**config.mk**
```make
export PLATFORM = sky130hd
export DESIGN_NAME = pipe5_core
export DESIGN_NICKNAME = d
export VERILOG_FILES = /design/src/rtl/pipe5_pkg.sv /design/src/rtl/pipe5_regfile.sv /design/src/rtl/pipe5_imem.sv /design/src/rtl/pipe5_dmem.sv /design/src/rtl/pipe5_core.sv
export SDC_FILE = /design/constraint.sdc
export NUM_CORES = 2
export LEC_CHECK = 0
export CAP_MARGIN = 20
export CORE_MARGIN = 4
export CORE_UTILIZATION = 59
export DETAILED_ROUTE_END_ITERATION = 7
export PLACE_DENSITY = 0.75
export SLEW_MARGIN = 5
export SYNTH_ARGS = -nofsm -noshare
export SYNTH_HDL_FRONTEND = slang
export SYNTH_HIERARCHICAL = 1
export SYNTH_SLANG_ARGS = --single-unit
```
**constraint.sdc**
```tcl
create_clock -name clk -period 4.7 [get_ports clk]
set_input_delay 0.47 -clock clk [delete_from_list [all_inputs] [get_ports clk]]
set_output_delay 0.47 -clock clk [all_outputs]
set_load 0.02 [all_outputs]
```
**src/rtl/pipe5_pkg.sv**
```systemverilog
package pipe5_pkg;
  localparam int ILEN   = 16;
  localparam int OPW    = 3;
  localparam int REG_AW = 3;
  localparam int IMMW   = 7;
  localparam int OP_LSB = ILEN - OPW;
  localparam int RA_LSB = OP_LSB - REG_AW;
  localparam int RB_LSB = RA_LSB - REG_AW;
  localparam int RD_LSB = IMMW - REG_AW;

  typedef enum logic [OPW-1:0] {
    OP_NOP  = 3'd0,
    OP_ADD  = 3'd1,
    OP_LW   = 3'd2,
    OP_SW   = 3'd3,
    OP_BEQ  = 3'd4,
    OP_ADDI = 3'd5,
    OP_RSV  = 3'd6,
    OP_HALT = 3'd7
  } op_e;

  typedef struct packed {
    logic use_imm;
    logic is_branch;
    logic mem_rd;
    logic mem_wr;
    logic reg_we;
    logic dest_is_b;
    logic is_halt;
  } ctrl_t;

  typedef struct packed {
    logic use_imm;
    logic is_branch;
    logic mem_rd;
    logic mem_wr;
    logic reg_we;
    logic is_halt;
  } ex_ctrl_t;

  typedef struct packed {
    logic mem_rd;
    logic mem_wr;
    logic reg_we;
    logic is_halt;
  } mem_ctrl_t;

  typedef struct packed {
    logic reg_we;
    logic from_mem;
    logic is_halt;
  } wb_ctrl_t;

  function automatic ctrl_t decode_op(input logic [OPW-1:0] op);
    ctrl_t c;
    c = '0;
    case (op_e'(op))
      OP_ADD:  c.reg_we = 1'b1;
      OP_ADDI: begin c.reg_we = 1'b1; c.use_imm = 1'b1; c.dest_is_b = 1'b1; end
      OP_LW:   begin c.reg_we = 1'b1; c.use_imm = 1'b1; c.dest_is_b = 1'b1; c.mem_rd = 1'b1; end
      OP_SW:   begin c.use_imm = 1'b1; c.mem_wr = 1'b1; end
      OP_BEQ:  c.is_branch = 1'b1;
      OP_HALT: c.is_halt = 1'b1;
      default: c = '0;
    endcase
    return c;
  endfunction
endpackage

```
**src/rtl/pipe5_regfile.sv**
```systemverilog
module pipe5_regfile #(
  parameter int XLEN = 16,
  parameter int AW   = 3
) (
  input  logic            clk,
  input  logic            rst,
  input  logic [AW-1:0]   ra_a,
  input  logic [AW-1:0]   ra_b,
  output logic [XLEN-1:0] rd_a,
  output logic [XLEN-1:0] rd_b,
  input  logic [AW-1:0]   dbg_sel,
  output logic [XLEN-1:0] dbg_data,
  input  logic            we,
  input  logic [AW-1:0]   wa,
  input  logic [XLEN-1:0] wd
);
  localparam int NREG = 1 << AW;

  logic [XLEN-1:0] regs [NREG];

  always_ff @(posedge clk) begin
    if (rst) begin
      for (int i = 0; i < NREG; i++) regs[i] <= '0;
    end else if (we && wa != '0) begin
      regs[wa] <= wd;
    end
  end

  // write-before-read: a same-cycle write is visible to the decode read
  always_comb begin
    if (ra_a == '0)                rd_a = '0;
    else if (we && wa == ra_a)     rd_a = wd;
    else                           rd_a = regs[ra_a];
    if (ra_b == '0)                rd_b = '0;
    else if (we && wa == ra_b)     rd_b = wd;
    else                           rd_b = regs[ra_b];
  end

  assign dbg_data = (dbg_sel == '0) ? '0 : regs[dbg_sel];
endmodule

```
**src/rtl/pipe5_imem.sv**
```systemverilog
module pipe5_imem #(
  parameter int W  = 16,
  parameter int AW = 6
) (
  input  logic          clk,
  input  logic          we,
  input  logic [AW-1:0] waddr,
  input  logic [W-1:0]  wdata,
  input  logic [AW-1:0] raddr,
  output logic [W-1:0]  rdata
);
  localparam int DEPTH = 1 << AW;

  logic [W-1:0] mem [DEPTH];

  always_ff @(posedge clk) begin
    if (we) mem[waddr] <= wdata;
  end

  assign rdata = mem[raddr];
endmodule

```
**src/rtl/pipe5_dmem.sv**
```systemverilog
module pipe5_dmem #(
  parameter int W  = 16,
  parameter int AW = 6
) (
  input  logic          clk,
  input  logic          we,
  input  logic [AW-1:0] addr,
  input  logic [W-1:0]  wdata,
  output logic [W-1:0]  rdata,
  input  logic [AW-1:0] dbg_addr,
  output logic [W-1:0]  dbg_rdata
);
  localparam int DEPTH = 1 << AW;

  logic [W-1:0] mem [DEPTH];

  always_ff @(posedge clk) begin
    if (we) mem[addr] <= wdata;
  end

  assign rdata     = mem[addr];
  assign dbg_rdata = mem[dbg_addr];
endmodule

```
**src/rtl/pipe5_core.sv**
```systemverilog
module pipe5_core
  import pipe5_pkg::*;
#(
  parameter int XLEN    = 16,
  parameter int IMEM_AW = 6,
  parameter int DMEM_AW = 6
) (
  input  logic               clk,
  input  logic               rst,
  input  logic               imem_we,
  input  logic [IMEM_AW-1:0] imem_waddr,
  input  logic [ILEN-1:0]    imem_wdata,
  input  logic [REG_AW-1:0]  dbg_reg_sel,
  output logic [XLEN-1:0]    dbg_reg_data,
  input  logic [DMEM_AW-1:0] dbg_mem_addr,
  output logic [XLEN-1:0]    dbg_mem_data,
  output logic               done
);
  localparam int PCW = IMEM_AW;

  // ---------------- fetch ----------------
  logic [PCW-1:0]  pc, pc_plus1, pc_next;
  logic [ILEN-1:0] fetch_instr;
  logic            fetch_halt;
  logic            ex_taken;
  logic [PCW-1:0]  ex_target;

  pipe5_imem #(.W(ILEN), .AW(IMEM_AW)) u_imem (
    .clk(clk), .we(imem_we), .waddr(imem_waddr), .wdata(imem_wdata),
    .raddr(pc), .rdata(fetch_instr)
  );

  assign pc_plus1   = pc + PCW'(1);
  assign fetch_halt = (op_e'(fetch_instr[OP_LSB +: OPW]) == OP_HALT);

  always_comb begin
    if (ex_taken)        pc_next = ex_target;
    else if (fetch_halt) pc_next = pc;
    else                 pc_next = pc_plus1;
  end

  always_ff @(posedge clk) begin
    if (rst) pc <= '0;
    else     pc <= pc_next;
  end

  // ---------------- IF/ID ----------------
  logic            ifid_valid;
  logic [ILEN-1:0] ifid_instr;
  logic [PCW-1:0]  ifid_pc1;

  always_ff @(posedge clk) begin
    if (rst) ifid_valid <= 1'b0;
    else     ifid_valid <= !ex_taken;
  end

  always_ff @(posedge clk) begin
    ifid_instr <= fetch_instr;
    ifid_pc1   <= pc_plus1;
  end

  // ---------------- decode ----------------
  logic [REG_AW-1:0] id_ra, id_rb, id_rd, id_dest;
  logic [XLEN-1:0]   id_a, id_b, id_imm;
  ctrl_t             id_ctrl;
  logic              rf_we;
  logic [REG_AW-1:0] rf_wa;
  logic [XLEN-1:0]   rf_wd;

  assign id_ra   = ifid_instr[RA_LSB +: REG_AW];
  assign id_rb   = ifid_instr[RB_LSB +: REG_AW];
  assign id_rd   = ifid_instr[RD_LSB +: REG_AW];
  assign id_imm  = {{(XLEN-IMMW){ifid_instr[IMMW-1]}}, ifid_instr[IMMW-1:0]};
  assign id_ctrl = decode_op(ifid_instr[OP_LSB +: OPW]);
  assign id_dest = id_ctrl.dest_is_b ? id_rb : id_rd;

  pipe5_regfile #(.XLEN(XLEN), .AW(REG_AW)) u_rf (
    .clk(clk), .rst(rst),
    .ra_a(id_ra), .ra_b(id_rb), .rd_a(id_a), .rd_b(id_b),
    .dbg_sel(dbg_reg_sel), .dbg_data(dbg_reg_data),
    .we(rf_we), .wa(rf_wa), .wd(rf_wd)
  );

  // ---------------- ID/EX ----------------
  logic              idex_valid;
  ex_ctrl_t          idex_ctrl;
  logic [XLEN-1:0]   idex_a, idex_b, idex_imm;
  logic [PCW-1:0]    idex_pc1;
  logic [REG_AW-1:0] idex_dest;

  always_ff @(posedge clk) begin
    if (rst) idex_valid <= 1'b0;
    else     idex_valid <= ifid_valid && !ex_taken;
  end

  always_ff @(posedge clk) begin
    idex_ctrl <= '{use_imm: id_ctrl.use_imm, is_branch: id_ctrl.is_branch,
                   mem_rd: id_ctrl.mem_rd, mem_wr: id_ctrl.mem_wr,
                   reg_we: id_ctrl.reg_we, is_halt: id_ctrl.is_halt};
    idex_a    <= id_a;
    idex_b    <= id_b;
    idex_imm  <= id_imm;
    idex_pc1  <= ifid_pc1;
    idex_dest <= id_dest;
  end

  // ---------------- execute ----------------
  logic [XLEN-1:0] ex_opb, ex_alu;

  assign ex_opb    = idex_ctrl.use_imm ? idex_imm : idex_b;
  assign ex_alu    = idex_a + ex_opb;
  assign ex_taken  = idex_valid && idex_ctrl.is_branch && (idex_a == idex_b);
  assign ex_target = idex_pc1 + idex_imm[PCW-1:0];

  // ---------------- EX/MEM ----------------
  logic              exmem_valid;
  mem_ctrl_t         exmem_ctrl;
  logic [XLEN-1:0]   exmem_alu, exmem_st;
  logic [REG_AW-1:0] exmem_dest;

  always_ff @(posedge clk) begin
    if (rst) exmem_valid <= 1'b0;
    else     exmem_valid <= idex_valid;
  end

  always_ff @(posedge clk) begin
    exmem_ctrl <= '{mem_rd: idex_ctrl.mem_rd, mem_wr: idex_ctrl.mem_wr,
                    reg_we: idex_ctrl.reg_we, is_halt: idex_ctrl.is_halt};
    exmem_alu  <= ex_alu;
    exmem_st   <= idex_b;
    exmem_dest <= idex_dest;
  end

  // ---------------- memory ----------------
  logic            dmem_we;
  logic [XLEN-1:0] mem_ld;

  assign dmem_we = exmem_valid && exmem_ctrl.mem_wr;

  pipe5_dmem #(.W(XLEN), .AW(DMEM_AW)) u_dmem (
    .clk(clk), .we(dmem_we), .addr(exmem_alu[DMEM_AW-1:0]),
    .wdata(exmem_st), .rdata(mem_ld),
    .dbg_addr(dbg_mem_addr), .dbg_rdata(dbg_mem_data)
  );

  // ---------------- MEM/WB ----------------
  logic              memwb_valid;
  wb_ctrl_t          memwb_ctrl;
  logic [XLEN-1:0]   memwb_alu, memwb_ld;
  logic [REG_AW-1:0] memwb_dest;

  always_ff @(posedge clk) begin
    if (rst) memwb_valid <= 1'b0;
    else     memwb_valid <= exmem_valid;
  end

  always_ff @(posedge clk) begin
    memwb_ctrl <= '{reg_we: exmem_ctrl.reg_we, from_mem: exmem_ctrl.mem_rd,
                    is_halt: exmem_ctrl.is_halt};
    memwb_alu  <= exmem_alu;
    memwb_ld   <= mem_ld;
    memwb_dest <= exmem_dest;
  end

  // ---------------- write-back ----------------
  assign rf_we = memwb_valid && memwb_ctrl.reg_we;
  assign rf_wa = memwb_dest;
  assign rf_wd = memwb_ctrl.from_mem ? memwb_ld : memwb_alu;

  always_ff @(posedge clk) begin
    if (rst)                                   done <= 1'b0;
    else if (memwb_valid && memwb_ctrl.is_halt) done <= 1'b1;
  end
endmodule

```
==> flow_summary.yaml <==
sta:
  fmax_mhz: 224
  period_needed_ns: 4.47
  finalSetupTns_ns: 0
  holdWs_ns: 0.0622
  slew_violations: 0
  rsz0062_at_grt: "false"
  setup_ws_ns: 0.235
  setup_viol: 0
  worstMarginPinSlew_ns: 1.25
  hold_viol: 0
  period_share: 0.950
  slew_headroom: 0.170
  skew_ns: 0.0889
route:
  routed-via-count: 61400
  top_layer: "met5"
  wl_met2_um: 137000
  drt_iter0_drc: 10800
  via_per_inst: 7.33
  wl_met3_um: 42700
  wl_um: 303000
  drc: 1
  wire_per_inst_um: 36.2
  first_pass_iters: 8
  m1WireLength_um: 102000
  antenna_left: 0
synth:
  synth-seq-cells: 2340
  yosysWarnings: 6
  netlist_instances: 5671
  synth_edf_count: 2176
  synthXorXnorAreaFrac: 0.00409
  synth_top_family_by_area: "multiplexers"
  yosys-mux-area-fraction: 0.181
  yosysSeqAreaShare: 0.682
  synth.distinct_cells: 87
  synthAdderAreaFrac: 0.00301
  avgSynthCellArea_um2: 17.7
  synth-compound-area-share: 0.0649
  async_flop_share: 0
  synthFlopType: "edfxtp_1"
  netlist_area_um2: 101000
  yosys.area_share.simple: 0.0411
cts:
  clock_latency_ns: 0.91
  numCtsBuffers: 222
  cts_tree: "built"
  root_buffer: "clkbuf_16"
  cts_buffer_depth: 3
  path_clk_slew_ns: 0.06
  cts_sinks: 2340
  htreeDepth: 4
floorplanning:
  initial_core_util: 0.594
  die_h_um: 421
  num_rows: 151
  io_pins: 67
  die_x_um: 421
  core_um2: 169000
  die_area_um2: 177000
setup_path:
  arrival_ns: 4.00
  path_class: "in -> out"
  crit_fanout: 32
  regToRegStartpoint: "exmem_alu[2]$_DFF_P_"
  end_kind: "output port"
  cp-start-kind: "input pin"
  critPathLaunch: "dbg_mem_addr[1]"
  cp_data_required_time_ns: 4.23
outcome:
  outcome: "complete, but fails checks"
  failed_checks: "DRC"
placed_design:
  place_ws_ns: 0.509
  placed_area_um2: 105000
  dp_hpwl_um: 184000
  dp_cells: 7930
  io_buffers: 66
  place.gp.congestion: 1.03
global_route:
  antenna_found_initial: 22
  grt_overflow: 0
  grt_pass1_vias: 60500
  grt_pass1_wl_um: 433000
  grt_max_degree: 66
  grtUsageTotal: 0.344
power:
  internal_power_mw: 42.0
  irDropWorstVdd_mv: 0.473
  powerDensity_nw_per_um2: 566
  share_comb_of_total_power: 0.313
  switchingPower_mw: 22.0
  p_total_mw: 64.0
  pwr-share-seq: 0.403
  p_sw_frac: 0.344
  power_leakage_nw: 36.8
  clockPowerShare: 0.284
final_layout:
  area_growth_pct: 12.3
  nFillCells: 10700
  layout.cells.non_filler: 8374
  regArea_um2: 68700
  fin_nets: 6008
  fin_util: 0.667
  final_layout_size_suffix_gt1_frac: 0.267
  multi_input_area_um2: 29900
  finalInstanceArea_um2: 113000
worst_hold_path:
  hold_start: "imem_wdata[15]"
  min_path_type: "in -> reg"
run:
  cap_violations: 0
-- power by group through the flow --
stage | clock network, mW | registers, mW | logic, mW
after floorplan | 0 | 25.9 | 11.5
after global placement | 0 | 26.3 | 18.5
after detailed placement | 0 | 26.4 | 18.7
after CTS | 18.3 | 25.9 | 18.8
after global routing | 19.2 | 25.9 | 20.4
final | 18.2 | 25.8 | 20.0
-- layer usage --
| layer | track usage | vias up |
|---|---|---|
| met2 | 0.517 | 5400 |
| li1 | - | 24000 |
| met5 | 0 | - |
| met3 | 0.105 | 1198 |
| met1 | 0.451 | 30800 |
| met4 | 0.199 | 12 |
-- layout by cell type, fill, tap and decap left out, types with 37 or more instances in the layout --
cell type and count:
a211oi_1 58, a21oi_1 139, a221oi_1 176, a22oi_1 117, and2_1 118, buf_12 44
buf_4 334, clkbuf_1 43, clkbuf_16 224, clkdlybuf4s50_1 43, clkinv_1 41, clkinv_2 44
dfxtp_1 139, edfxtp_1 2176, inv_1 37, mux2_2 203, mux2i_1 297, mux4_2 568
nand2_1 162, nand3_1 56, nor2_1 206, nor2_2 51, nor2b_1 56, nor3_1 40
o21ai_0 109, o22ai_1 98, xnor2_1 37
-- logic make-up after synthesis --
group / Yosys count
buffers and inverters: 449
adders and majority gates: 23
and+or+nand+nor: 828
AOI/OAI and AO/OA: 906
xor gates and xnor gates: 47
other: 1
muxes: 1077
DFF: 2340
-- synthesized netlist by cell type, types with 121 or more instances --
cell type  count  area [um^2]
nand2_1      162          608
a221oi_1     176         1540
nor2_1       255          957
dfxtp_1      164         3280
edfxtp_1    2176        65300
mux2_2       203         2290
clkbuf_1     144          541
a21oi_1      139          696
and2_1       121          757
mux4_2       568        12800
mux2i_1      297         2970
buf_2        158          791
-- worst paths after layout --
kind	endpoint	slack, ns	cells after the start
worst max-delay path	dbg_mem_data[14]	0.23	10
worst min-delay path	u_imem/mem[11][15]$_DFFE_PP_	0.06	1
worst max register to register	memwb_ld[5]$_DFF_P_	0.47	7
worst min register to register	exmem_dest[1]$_DFF_P_	0.32	0
-- what timing repair did --
action,4_1_cts,5_1_grt
hold buffers,3,0
resized for setup,0,0
buffers inserted,0,0
endpoints found under the hold margin,19,0
-- final cells by class --
cell class                 instances  area share
timing repair buffer             450      0.0355
tap                             2218      0.0246
antenna                           11    0.000244
inverter                          40     0.00134
clock buffer                     293      0.0538
sequential                      2340       0.608
clock inverter                   125      0.0126
multi-input combinational       2897       0.264
-- critical path: stages --
cell,delay [ns]
buf_8,0.26
buf_12,0.26
buf_12,0.28
mux4_2,0.28
mux2i_1,0.07
o21ai_0,0.57
nand2_1,0.30
nor3_1,0.62
buf_4,0.22
clkdlybuf4s50_1,0.60
-- flip-flops by register name, indices dropped and copies added (netlist names), 3 cells and up --
register    count
idex_imm        7
idex_dest       3
ifid_instr     16
memwb_ld       16
idex_ctrl       6
idex_b         16
memwb_alu      16
exmem_dest      3
u_dmem/mem   1024
memwb_ctrl      3
ifid_pc1        6
idex_a         16
u_imem/mem   1024
memwb_dest      3
exmem_ctrl      4
exmem_alu      16
idex_pc1        6
pc              6
exmem_st       16
u_rf/regs     128
Power figures use the tool's default switching activity.
